==> config.mk <==
export PLATFORM = sky130hd
export DESIGN_NAME = spi_chan_ctrl
export DESIGN_NICKNAME = d
export VERILOG_FILES = /design/src/rtl/spi_chan_pkg.sv /design/src/rtl/spi_shift_engine.sv /design/src/rtl/spi_chan_regs.sv /design/src/rtl/spi_chan_ctrl.sv
export SDC_FILE = /design/constraint.sdc
export NUM_CORES = 1
export LEC_CHECK = 0
export BUFFER_PORTS_ARGS = -buffer_cell sky130_fd_sc_hd__buf_2
export CAP_MARGIN = 20
export CORE_MARGIN = 1
export CORE_UTILIZATION = 58
export CTS_CLUSTER_DIAMETER = 40
export DETAILED_ROUTE_END_ITERATION = 10
export PLACE_DENSITY = 0.8
export RECOVER_POWER = 25
export SETUP_SLACK_MARGIN = 0.15
export SYNTH_ARGS = -nofsm -noshare
export SYNTH_HDL_FRONTEND = slang
export SYNTH_SLANG_ARGS = --single-unit
==> constraint.sdc <==
create_clock -name clk -period 3.02 [get_ports clk]
set_input_delay 0.906 -clock clk [delete_from_list [all_inputs] [get_ports clk]]
set_output_delay 0.906 -clock clk [all_outputs]
set_load 0.03 [all_outputs]
==> src/rtl/spi_chan_pkg.sv <==
package spi_chan_pkg;

    localparam int WORD_W = 32;
    localparam int LEN_W  = $clog2(WORD_W);
    localparam int CFG_W  = 23;
    localparam int ADDR_W = 3;

    localparam logic [ADDR_W-1:0] A_CFG  = 3'd0;
    localparam logic [ADDR_W-1:0] A_STAT = 3'd1;
    localparam logic [ADDR_W-1:0] A_CTRL = 3'd2;
    localparam logic [ADDR_W-1:0] A_TX   = 3'd3;
    localparam logic [ADDR_W-1:0] A_RX   = 3'd4;

    typedef enum logic [1:0] {
        XM_DUPLEX  = 2'd0,
        XM_RX_ONLY = 2'd1,
        XM_TX_ONLY = 2'd2,
        XM_BAD     = 2'd3
    } xfer_mode_e;

    // field positions are part of the register interface
    typedef struct packed {
        logic [1:0]  rsv_hi;    // 22:21
        logic        force_sh;  // 20
        logic        turbo;     // 19
        logic [2:0]  rsv_mid;   // 18:16
        logic        dma_rx;    // 15
        logic        dma_tx;    // 14
        xfer_mode_e  mode;      // 13:12
        logic [4:0]  wl;        // 11:7
        logic [6:0]  rsv_lo;    // 6:0
    } chan_cfg_t;

    typedef struct packed {
        logic eot;   // bit 2
        logic txs;   // bit 1
        logic rxs;   // bit 0
    } chan_stat_t;

    localparam logic [CFG_W-1:0] CFG_RST = 23'h060000;

    function automatic logic mode_uses_tx(xfer_mode_e m);
        return m != XM_RX_ONLY;
    endfunction

    function automatic logic mode_uses_rx(xfer_mode_e m);
        return m != XM_TX_ONLY;
    endfunction

    function automatic logic attempt_ok(logic en, chan_stat_t st, chan_cfg_t c);
        logic rx_hold;
        logic tx_hold;
        rx_hold = st.rxs && mode_uses_rx(c.mode) && !c.turbo;
        tx_hold = st.txs && mode_uses_tx(c.mode);
        return en && !rx_hold && !tx_hold;
    endfunction

endpackage

==> src/rtl/spi_shift_engine.sv <==
module spi_shift_engine
    import spi_chan_pkg::*;
#(
    parameter int W   = WORD_W,
    parameter int LW  = LEN_W
) (
    input  logic          clk,
    input  logic          rst,
    input  logic          start,
    input  logic [LW-1:0] last_bit,
    input  logic [W-1:0]  tx_word,
    input  logic          miso,
    output logic          busy,
    output logic          done,
    output logic [W-1:0]  rx_word,
    output logic          sclk,
    output logic          mosi,
    output logic          cs_n
);

    logic          busy_q, done_q, sclk_q;
    logic [LW-1:0] idx_q;
    logic [W-1:0]  tx_q, rx_q;

    always_ff @(posedge clk) begin
        if (rst) begin
            busy_q <= 1'b0;
            done_q <= 1'b0;
            sclk_q <= 1'b0;
            idx_q  <= '0;
            tx_q   <= '0;
            rx_q   <= '0;
        end else begin
            done_q <= 1'b0;
            if (start) begin
                busy_q <= 1'b1;
                sclk_q <= 1'b0;
                idx_q  <= last_bit;
                tx_q   <= tx_word;
                rx_q   <= '0;
            end else if (busy_q) begin
                if (!sclk_q) begin
                    sclk_q <= 1'b1;
                    rx_q   <= {rx_q[W-2:0], miso};
                end else begin
                    sclk_q <= 1'b0;
                    if (idx_q == '0) begin
                        busy_q <= 1'b0;
                        done_q <= 1'b1;
                    end else begin
                        idx_q <= idx_q - 1'b1;
                    end
                end
            end
        end
    end

    assign busy    = busy_q;
    assign done    = done_q;
    assign rx_word = rx_q;
    assign sclk    = sclk_q;
    assign cs_n    = !busy_q;
    assign mosi    = busy_q ? tx_q[idx_q] : 1'b0;

    p_cs_sclk_r3: assert property (@(posedge clk) disable iff (rst)
        cs_n |-> !sclk);
    p_sclk_toggle_r3: assert property (@(posedge clk) disable iff (rst)
        (!cs_n && $past(!cs_n)) |-> (sclk != $past(sclk)));
    p_cs_from_start_r3: assert property (@(posedge clk) disable iff (rst)
        $fell(cs_n) |-> $past(start));

endmodule

==> src/rtl/spi_chan_regs.sv <==
module spi_chan_regs
    import spi_chan_pkg::*;
(
    input  logic              clk,
    input  logic              rst,
    input  logic [ADDR_W-1:0] addr,
    input  logic              wr,
    input  logic              rd,
    input  logic [WORD_W-1:0] wdata,
    output logic [WORD_W-1:0] rdata,
    input  logic              mod_single,
    input  logic              eng_busy,
    input  logic              eng_done,
    input  logic [WORD_W-1:0] eng_rx,
    output logic              start,
    output logic [LEN_W-1:0]  start_last,
    output logic [WORD_W-1:0] start_word,
    output logic              tx_dreq,
    output logic              rx_dreq,
    output logic              evt_eot,
    output logic              evt_tx_empty,
    output logic              evt_rx_full
);

    chan_cfg_t         cfg_q;
    chan_stat_t        st_q;
    logic              en_q, pend_q;
    logic [WORD_W-1:0] txw_q, rxw_q;
    logic              ev_eot_q, ev_txe_q, ev_rxf_q;

    logic wr_cfg, wr_ctrl, wr_tx, rd_rx, trig, idle, go, shift_ok, complete;

    assign wr_cfg   = wr && (addr == A_CFG);
    assign wr_ctrl  = wr && (addr == A_CTRL);
    assign wr_tx    = wr && (addr == A_TX);
    assign rd_rx    = rd && (addr == A_RX);
    assign trig     = wr_tx || rd_rx || (wr_ctrl && wdata[0] && !en_q);
    assign idle     = !eng_busy && !eng_done;
    assign go       = pend_q && idle && attempt_ok(en_q, st_q, cfg_q);
    assign shift_ok = !mod_single || cfg_q.force_sh;
    assign complete = eng_done || (go && !shift_ok);

    assign start      = go && shift_ok;
    assign start_last = cfg_q.wl;
    assign start_word = mode_uses_tx(cfg_q.mode) ? txw_q : '0;

    always_ff @(posedge clk) begin
        if (rst) begin
            cfg_q    <= chan_cfg_t'(CFG_RST);
            st_q     <= '{eot: 1'b0, txs: 1'b1, rxs: 1'b0};
            en_q     <= 1'b0;
            pend_q   <= 1'b0;
            txw_q    <= '0;
            rxw_q    <= '0;
            ev_eot_q <= 1'b0;
            ev_txe_q <= 1'b0;
            ev_rxf_q <= 1'b0;
        end else begin
            ev_eot_q <= complete;
            ev_txe_q <= complete && mode_uses_tx(cfg_q.mode);
            ev_rxf_q <= complete && mode_uses_rx(cfg_q.mode) && !cfg_q.turbo;
            // completion first; a same-cycle access below overrides it
            if (complete) begin
                st_q.eot <= 1'b1;
                st_q.txs <= 1'b1;
                if (mode_uses_rx(cfg_q.mode)) begin
                    st_q.rxs <= 1'b1;
                    if (eng_done) rxw_q <= eng_rx;
                end
            end
            if (wr_cfg)  cfg_q <= chan_cfg_t'(wdata[CFG_W-1:0]);
            if (wr_ctrl) en_q  <= wdata[0];
            if (wr_tx) begin
                txw_q    <= wdata;
                st_q.txs <= 1'b0;
            end
            if (rd_rx) st_q.rxs <= 1'b0;
            pend_q <= trig || (pend_q && !idle);
        end
    end

    always_comb begin
        case (addr)
            A_CFG:   rdata = {{(WORD_W-CFG_W){1'b0}}, cfg_q};
            A_STAT:  rdata = {{(WORD_W-3){1'b0}}, st_q};
            A_CTRL:  rdata = {{(WORD_W-1){1'b0}}, en_q};
            A_TX:    rdata = txw_q;
            A_RX:    rdata = rxw_q;
            default: rdata = '0;
        endcase
    end

    assign tx_dreq = en_q && cfg_q.dma_tx && st_q.txs && mode_uses_tx(cfg_q.mode);
    assign rx_dreq = en_q && cfg_q.dma_rx && st_q.rxs && mode_uses_rx(cfg_q.mode);

    assign evt_eot      = ev_eot_q;
    assign evt_tx_empty = ev_txe_q;
    assign evt_rx_full  = ev_rxf_q;

    p_busy_no_start_r6: assert property (@(posedge clk) disable iff (rst)
        eng_busy |-> !start);
    p_done_sets_eot_r9: assert property (@(posedge clk) disable iff (rst)
        eng_done |=> st_q.eot);
    p_txs_clear_r10: assert property (@(posedge clk) disable iff (rst)
        wr_tx |=> !st_q.txs);
    p_rxs_clear_r10: assert property (@(posedge clk) disable iff (rst)
        rd_rx |=> !st_q.rxs);
    p_evt_with_eot_r12: assert property (@(posedge clk) disable iff (rst)
        evt_eot |-> st_q.eot);

endmodule

==> src/rtl/spi_chan_ctrl.sv <==
module spi_chan_ctrl
    import spi_chan_pkg::*;
(
    input  logic              clk,
    input  logic              rst,
    input  logic [ADDR_W-1:0] reg_addr,
    input  logic              reg_wr,
    input  logic              reg_rd,
    input  logic [WORD_W-1:0] reg_wdata,
    output logic [WORD_W-1:0] reg_rdata,
    input  logic              mod_single,
    output logic              sclk,
    output logic              mosi,
    input  logic              miso,
    output logic              cs_n,
    output logic              tx_dreq,
    output logic              rx_dreq,
    output logic              evt_eot,
    output logic              evt_tx_empty,
    output logic              evt_rx_full
);

    logic              eng_busy, eng_done, eng_start;
    logic [WORD_W-1:0] eng_rx, eng_tx;
    logic [LEN_W-1:0]  eng_last;

    spi_chan_regs u_regs (
        .clk          (clk),
        .rst          (rst),
        .addr         (reg_addr),
        .wr           (reg_wr),
        .rd           (reg_rd),
        .wdata        (reg_wdata),
        .rdata        (reg_rdata),
        .mod_single   (mod_single),
        .eng_busy     (eng_busy),
        .eng_done     (eng_done),
        .eng_rx       (eng_rx),
        .start        (eng_start),
        .start_last   (eng_last),
        .start_word   (eng_tx),
        .tx_dreq      (tx_dreq),
        .rx_dreq      (rx_dreq),
        .evt_eot      (evt_eot),
        .evt_tx_empty (evt_tx_empty),
        .evt_rx_full  (evt_rx_full)
    );

    spi_shift_engine #(.W(WORD_W), .LW(LEN_W)) u_eng (
        .clk      (clk),
        .rst      (rst),
        .start    (eng_start),
        .last_bit (eng_last),
        .tx_word  (eng_tx),
        .miso     (miso),
        .busy     (eng_busy),
        .done     (eng_done),
        .rx_word  (eng_rx),
        .sclk     (sclk),
        .mosi     (mosi),
        .cs_n     (cs_n)
    );

endmodule

==> qor.yml, run 1 <==
timing.reg2reg.setup_slack_ps: 880
fill_cells: 759
track_usage: 0.313
p_leak_nw: 3.12
place_area_mm2: 0.00726
cp.arrival_ps: 2020
setup_viol: 0
hold_end: "u_regs.st_q[2]"
cts_sinks: 167
power_mw: 4.52
design_area_mm2: 0.00838
clock_path_buffers: 2
cap_violations: 0
start_kind: "flip-flop"
pwr-share-clk: 0.454
maxSlewViolCount: 0
avgRoutedWirePerCell_um: 18.3
port_buffers: 80
syn_inst: 816
grt_pass1_wl_mm: 28.1
finalSetupTns_ps: 0
synth_nets: 859
slew_headroom: 0.204
dr_total_vias: 6218
hold_viol: 0
ant_nets: 0
antenna_cells: 0
grt_pass1_vias: 5666
power_frac_comb: 0.051
die-area_mm2: 0.0120
syn_to_final_growth_pct: 24.9
cp-end-kind: "output pin"
coreArea_mm2: 0.0111
totalWireLength_mm: 18.9
power.switching_uw: 986
cts.clk_slew.worst_paths_ps: 60
cts_hold_buf: 0
ys_ff_latch: 167
pin_count: 81
drt_iter0_drc: 655
remaining_drc_errors: 0
yosys_most_used_dff: "dfxtp_1"
p_int_mw: 3.53
hold_depth: 2
finalNetCount: 927
cp_slowest_stage_delay_ps: 540
gp_congestion: 0.883
cts_tree: "yes"
timing.final.crit_period_ps: 2920
critical_path_buf_inv_count: 1
cpLargestDelayFamily: "multiplexers"
path_cells: "mux4_2, a311oi_2, o211ai_1, and3_1, buf_6"
powerDensity_mw_per_mm2: 539
cts_root_buf: "clkbuf_16"
final.period_utilization: 0.968
synthesis.area_mm2: 0.00672
multiInputGateArea_mm2: 0.00333
start_util: 0.606
tightest_slew_ps: 1190
die_width_um: 110
placementRows: 38
required_ps: 2110
slowest_stage: "mux4_2"
synthArstFlopShare: 0
r2r_end: "u_eng.idx_q[2]"
crit_fanout: 6
grt_overflow_total: 0
cts_buffers: 17
yosysWarnings: 0
grt_max_degree: 42
synth_seq_area_share: 0.498
drtPass1Iterations: 5
fmax_mhz: 342
place_hpwl_mm: 12.0
max-vdd-ir-drop_uv: 507
seqCellArea_mm2: 0.00335
outcome: "finished, final reports clean"
htree_num_levels: 4
clk_latency_ps: 430
antenna_found_initial: 0
r2r-start: "u_eng.idx_q[1]"
dieHeight_um: 110
viasPerCell: 6.01
rsz0062_at_grt: "yes"
final_util: 0.757
fin_skew_ps: 6.98
sw_frac_of_total: 0.218
drive_gt1_frac: 0.246
synth.avg_cell_area_um2: 8.23
pwr-share-seq: 0.495
critPathKind: "reg2out"
hold_path_class: "reg2reg"
ys_types: 45
hold_path_startpoint: "u_regs.st_q[2]"
worst_r2r_path_depth: 9
synth-edff-count: 0
==> logic make-up (layout without fill, tap and decap cells) <==
logic type	Yosys count	in the layout	synth area share
AND/OR/NAND/NOR	326	326	0.198
AO/OA/AOI/OAI	231	231	0.210
flip-flops	167	167	0.498
buffers and inverters	72	151	0.0507
multiplexers	15	15	0.0356
XOR/XNOR	3	3	0.00391
adder cells (fa/ha/maj)	2	2	0.00373
==> through the flow <==
| step | instances | hold slack (ps) | setup WS (ps) |
|---|---|---|---|
| 4_1_cts | 1027 | 450 | 74.8 |
| 6_report | 1035 | 449 | 96.9 |
| 3_5_place_dp | 992 | 441 | -102 |
| 5_1_grt | 1035 | 467 | 39.7 |
| 2_1_floorplan | 816 | 425 | 133 |
| 3_3_place_gp | 992 | 434 | -97.9 |
==> per-layer routing <==
metal	wire, µm	GRT usage	up-vias
li1	-	-	2914
met1	8010	0.406	2978
met2	8900	0.495	282
met3	1520	0.0836	44
met4	457	0.130	0
met5	0	0	-
==> state kept, by name (all words and copies together) (netlist names), 3 cells and up <==
signal and cells:
u_regs.cfg_q 18, u_regs.start_last 5, u_regs.rxw_q 32, u_regs.txw_q 32, u_eng.rx_word 32, u_eng.idx_q 5
u_eng.tx_q 32, u_regs.st_q 3
==> what timing repair did <==
action	4_1_cts	5_1_grt
pin swaps	3	13
gates resized for setup	45	84
cloned	0	4
endpoints found under the setup margin	32	32
setup buffers	5	3
==> worst max-delay path by stage <==
| stage | from | end | slack, ps | cells after the start |
|---|---|---|---|---|
| after floorplan | reg_addr[0] | reg_rdata[10] | 130 | 6 |
| after global placement | reg_addr[1] | reg_rdata[31] | -100 | 5 |
| after detailed placement | reg_addr[0] | reg_rdata[31] | -100 | 5 |
| after CTS | u_eng.idx_q[0] | mosi | 70 | 5 |
| after global routing | u_eng.idx_q[0] | mosi | 40 | 5 |
| final | u_eng.idx_q[0] | mosi | 100 | 5 |
==> Yosys cell counts, types with 3 or more instances <==
cell,count,area share
buf_4,5,0.0056
mux4_2,7,0.023
and2_1,3,0.0028
buf_1,4,0.0022
mux2i_1,7,0.010
nand3_1,7,0.0052
dfxtp_1,167,0.50
nand2b_1,4,0.0037
o21ai_0,25,0.019
a22o_1,41,0.053
nand2_1,271,0.15
a21oi_1,127,0.095
inv_1,5,0.0028
a211oi_1,4,0.0045
clkbuf_1,29,0.016
nor2b_1,7,0.0065
nor2_1,17,0.0095
nor4_1,3,0.0028
a22oi_1,20,0.022
nor3_1,3,0.0022
buf_2,25,0.019
nand3b_1,3,0.0034
==> power by group through the flow <==
stage	Clock (mW)	Combinational, mW	Sequential, mW
6_report	2.05	0.231	2.24
2_1_floorplan	0	0.122	2.28
3_3_place_gp	0	0.186	2.28
4_1_cts	2.06	0.198	2.24
5_1_grt	2.14	0.244	2.24
3_5_place_dp	0	0.190	2.28
==> worst register-to-register path: stages (launching register included) <==
cell and delay (ps):
dfxtp_2 330, buf_6 130, buf_4 140, inv_1 100, ha_1 150, or4b_1 530, and3_4 250, nand2_1 90
xor2_1 70, a211oi_1 260
==> layout make-up <==
| class | instances | area share |
|---|---|---|
| sequential | 167 | 0.399 |
| clock inverter | 3 | 0.00478 |
| clock buffer | 27 | 0.0612 |
| timing repair buffer | 116 | 0.114 |
| inverter | 5 | 0.00224 |
| tap | 140 | 0.0209 |
| multi-input combinational | 577 | 0.397 |
==> placed cells by master (no fill, tap or decap), types with 2 or more instances in the layout <==
cell,count
mux2i_1,7
o21ai_0,3
nand2b_1,4
nand3_1,7
mux4_2,7
and2_1,2
nand2_1,253
buf_2,42
a211oi_1,4
a31oi_1,2
ha_1,2
xor2_1,2
and2_0,2
nor3_1,3
nand2_4,9
o21ai_4,3
nor2_1,15
a21oi_2,2
clkbuf_8,5
a22o_2,9
a22oi_1,8
a21oi_1,127
buf_6,36
o21ai_2,19
inv_1,5
clkbuf_16,19
clkbuf_1,9
dfxtp_1,165
o21a_1,2
nor2b_1,6
nand3b_1,3
nor4_1,3
nand2_2,9
clkinv_2,2
a22o_1,32
a22oi_2,12
buf_4,28
o211ai_1,2
(Power assumes the default switching activity.)
==> inputs of run 2 (changes only) <==
clock period = 3.5 ns   (was 3.02 ns; I/O delays follow)
==> run 2 against run 1 <==
Effect of this change:
- routed wire length shrank 4.4%
- critical path depth is the same
- critical path type is now in2out
- core utilization shrank 5.4 points
- worst setup slack gained 160 ps
- register-to-register slack lost 40 ps
- the flow now finishes with violations (max-capacitance violations)
- final area shrank 7.1%
- largest power group unchanged
- hold slack gained 8.8 ps
- cell count shrank 1.3%
- clock power shrank 19%
- largest cell class unchanged
- sequential share of layout area grew 3.0 points
- count of clock-buffer cells in the layout is the same
- sequential power shrank 14%
==> qor.yml, run 2 (same netlist as run 1, synthesis figures left out) <==
outcome: "complete, but fails checks"
violations: "max-capacitance violations"
drive_gt1_frac: 0.181
ant_nets: 0
totalWireLength_mm: 18.1
hold_path_class: "reg2reg"
top_layer_used: "met4"
required_ps: 2450
viasPerCell: 5.95
syn_to_final_growth_pct: 16.0
dr_total_vias: 6083
drtPass1Iterations: 6
htree_num_levels: 4
antenna_found_initial: 0
cts_tree: "yes"
antenna_cells: 0
multiInputGateArea_mm2: 0.00311
port_buffers: 80
die_width_um: 110
slowest_stage: "nor2b_2"
start_util: 0.606
gp_congestion: 0.940
setup_slack_ps: 258
cp.arrival_ps: 2190
powerDensity_mw_per_mm2: 482
routed-wl-met3_mm: 1.70
cts.clk_slew.worst_paths_ps: 60
tightest_slew_ps: 1500
drt_iter0_drc: 522
placementRows: 38
final.period_utilization: 0.926
critPathMostFrequentCell: "buf_2"
cp-end-kind: "output pin"
seqCellArea_mm2: 0.00335
max-vdd-ir-drop_uv: 413
place_hpwl_mm: 12.3
cts_hold_buf: 0
postCtsSetupRepairBufs: 0
clk_latency_ps: 420
dp_slack_ps: 26.7
fin_skew_ps: 7.53
grt_max_degree: 55
die-area_mm2: 0.0120
remaining_drc_errors: 0
slew_headroom: 0.000897
cts_root_buf: "clkbuf_16"
power_mw: 3.76
cts_sinks: 167
crit_fanout: 9
p_leak_nw: 2.83
final_util: 0.703
grt_pass1_wl_mm: 28.0
path_cells: "buf_2, and2_1, nor2b_2, a22o_1, buf_2"
critical_path_buf_inv_count: 2
avgRoutedWirePerCell_um: 17.7
cp_slowest_stage_delay_ps: 440
coreArea_mm2: 0.0111
wl_met1_mm: 7.66
cts_buffers: 17
clock_path_buffers: 2
postCtsResizedCells: 2
hold_viol: 0
setup_viol: 0
track_usage: 0.309
grt_overflow_total: 0
fill_cells: 849
maxSlewViolCount: 0
finalNetCount: 914
dieHeight_um: 110
finalSetupTns_ps: 0
final_common_cell: "nand2_1"
cap_violations: 1
cpLargestDelayFamily: "simple AND/OR/NAND/NOR gates"
pin_count: 81
fmax_mhz: 308
rsz0062_at_grt: "no"
timing.final.crit_period_ps: 3240
grt_pass1_vias: 5543
met2WireLength_mm: 8.32
start_kind: "input port"
critPathKind: "in2out"
final_cell_mix: "nand2_1, dfxtp_1, a21oi_1"
-- run 2: cell count changes in the layout (fill, tap and decap cells not counted), sizes merged --
cell,delta
bufinv,-1
clkinvlp,+1
clkbuf,-1
buf,-12
-- run 2: path summary, 6_finish.rpt --
path | startpoint | endpoint | slack (ps) | depth (start not counted)
hold reg to reg | u_regs.cfg_q[4] | u_regs.cfg_q[4] | 460 | 2
setup / recovery | reg_addr[1] | reg_rdata[31] | 260 | 5
setup reg to reg | u_regs.cfg_q[12] | u_eng.tx_q[28] | 840 | 6
hold / removal | u_regs.cfg_q[4] | u_regs.cfg_q[4] | 460 | 2
-- run 2: layout make-up --
type	instances	share of cell area
sequential	167	0.430
clock buffer	27	0.0646
clock inverter	3	0.00225
timing repair buffer	103	0.0800
tap	140	0.0225
multi-input combinational	577	0.399
inverter	5	0.00241
-- run 2: where the power goes --
part | switching, mW | leakage (nW) | internal [mW]
combinational | 0.112 | 1.23 | 0.0500
sequential | 0.0167 | 1.35 | 1.92
clock | 0.689 | 0.253 | 0.973
-- run 2: per-layer routing --
layer,track usage,up-vias
met3,0.0652,38
met4,0.114,0
met2,0.492,283
met1,0.414,2878
met5,0,-
li1,-,2884
-- run 2: worst min-delay path, stage by stage (launching register included) --
cell     delay (ps)
dfxtp_1         310
nand2_1          50
a21oi_1          50
-- run 2: through the flow --
stage               instance area [µm²]  hold WS, ps  cells
global route                       7790          470   1022
detailed placement                 7210          448    989
global placement                   7210          434    989
CTS                                7740          457   1019
floorplan                          6790          425    816
finish                             7790          458   1022
==> inputs of run 3 (changes only) <==
==> constraint.sdc (replaced) <==
create_clock -name clk -period 3.5 [get_ports clk]
set_input_delay 0 -clock clk [delete_from_list [all_inputs] [get_ports clk]]
set_output_delay 0 -clock clk [all_outputs]
set_load 0.03 [all_outputs]
==> run 3 against run 2 <==
Effect of this change:
- the run now ends clean
- non-clock buffer count grew 26
- first-iteration DRC count up 13%
- flip-flop and latch count stayed put
- worst setup slack better by 530 ps
- sequential power about the same
- register-to-register slack better by 400 ps
- via count up 1.1%
- count of clock-buffer cells in the layout is 5 lower
- hold slack worse by 410 ps
- combinational power increased by 15%
- clock power is 19% higher
- global-route usage increased by 1.2 points
- highest routed layer unchanged
==> qor.yml, run 3 (same netlist as run 1, synthesis figures left out) <==
grt_pass1_wl_mm: 28.7
dr_total_vias: 6149
final.period_utilization: 0.776
slew_headroom: 0.257
cap_violations: 0
clock_path_buffers: 2
final_cell_mix: "nand2_1, dfxtp_1, a21oi_1"
antenna_cells: 0
grt_pass1_vias: 5769
track_usage: 0.321
fmax_mhz: 368
cts_sinks: 167
final_util: 0.727
gr-usage-met2: 0.518
cts_tree: "yes"
start_util: 0.606
grt_overflow_total: 0
multiInputGateArea_mm2: 0.00304
drive_gt1_frac: 0.142
cp-startpoint: "reg_addr[1]"
slowest_stage: "and2_1"
gp_congestion: 0.872
max-vdd-ir-drop_uv: 449
totalWireLength_mm: 18.4
dp_slack_ps: 1290
setup_viol: 0
cts.clk_slew.worst_paths_ps: 60
finalNetCount: 940
syn_to_final_growth_pct: 20.0
layout.cells.non_filler: 1049
required_ps: 3500
r2r-start: "u_regs.en_q"
critPathMostFrequentCell: "buf_4"
place_hpwl_mm: 11.4
postCtsSetupRepairBufs: 0
critPathKind: "in2out"
critical_path_buf_inv_count: 5
clk_latency_ps: 430
drtPass1Iterations: 7
placementRows: 38
path_cells: "dlygate4sd3_1, clkbuf_1, nor2_1, buf_4, and2_1, buf_4, nand2_1, o21ai_0, buf_2"
ant_nets: 0
coreArea_mm2: 0.0111
hold_path_startpoint: "reg_addr[0]"
final_common_cell: "nand2_1"
use_met1: 0.401
timing.final.crit_period_ps: 2720
finalSetupTns_ps: 0
hold_viol: 0
die_width_um: 110
remaining_drc_errors: 0
hold_path_class: "in2reg"
htree_num_levels: 4
p_leak_nw: 2.91
viasPerCell: 5.86
busiest_layer: "met2"
die-area_mm2: 0.0120
cp_slowest_stage_delay_ps: 670
met3_usage: 0.0960
tightest_slew_ps: 1110
dieHeight_um: 110
pin_count: 81
cpLargestDelayFamily: "buffers and inverters"
seqCellArea_mm2: 0.00334
cp-end-kind: "output pin"
fin_skew_ps: 8.49
cts_root_buf: "clkbuf_16"
cp.arrival_ps: 2720
rsz0062_at_grt: "no"
start_kind: "input port"
powerDensity_mw_per_mm2: 508
crit_fanout: 23
fill_cells: 862
port_buffers: 80
cts_buffers: 17
grt_max_degree: 106
drt_iter0_drc: 591
dp.cells: 980
outcome: "finished, final reports clean"
antenna_found_initial: 0
maxSlewViolCount: 0
setup_slack_ps: 784
avgRoutedWirePerCell_um: 17.5
[run 3: final cells by class]
type                            count  area share
Clock buffer                       22      0.0589
Clock inverter                      9      0.0183
Inverter                            5     0.00233
Multi-Input combinational cell    577       0.377
Sequential cell                   167       0.415
Tap cell                          140      0.0217
Timing Repair Buffer              129       0.107
[run 3: metal layers]
| layer | vias up | share of wire |
|---|---|---|
| li1 | 2944 | - |
| met1 | 2892 | 0.42 |
| met2 | 262 | 0.47 |
| met3 | 51 | 0.081 |
| met4 | 0 | 0.026 |
| met5 | - | 0 |
[run 3: worst min-delay path, stage by stage]
cell	delay (ps)
buf_2	180
nor2_1	80
mux2i_1	110
nor2_1	80
[run 3: metrics by stage]
| step | hold slack, ps | total power, mW | cell area [µm²] |
|---|---|---|---|
| 2_1_floorplan | 95.5 | 2.06 | 6720 |
| 3_3_place_gp | 227 | 2.12 | 7060 |
| 3_5_place_dp | 230 | 2.12 | 7060 |
| 4_1_cts | 35.8 | 4.09 | 8030 |
| 5_1_grt | 107 | 4.19 | 8060 |
| 6_report | 52.1 | 4.09 | 8060 |
[run 3: repair_timing]
action                                 CTS  global route
hold buffers                            35             0
endpoints found under the hold margin   59             0
resized for setup                        0             0
[run 3: path summary, 6_finish.rpt]
path                      end  slack, ps  cells after the start
max             reg_rdata[20]        780                      9
min reg2reg  u_regs.rxw_q[31]        450                      2
max reg2reg    u_eng.tx_q[27]       1240                      6
min               u_regs.en_q         50                      4
[run 3: report_power, final]
part | internal, mW | total [mW] | leakage, nW | switching (mW)
Sequential | 1.92 | 1.93 | 1.35 | 0.0140
Combinational | 0.0699 | 0.186 | 1.26 | 0.116
Clock | 1.24 | 1.97 | 0.306 | 0.732
Total | 3.23 | 4.09 | 2.91 | 0.862
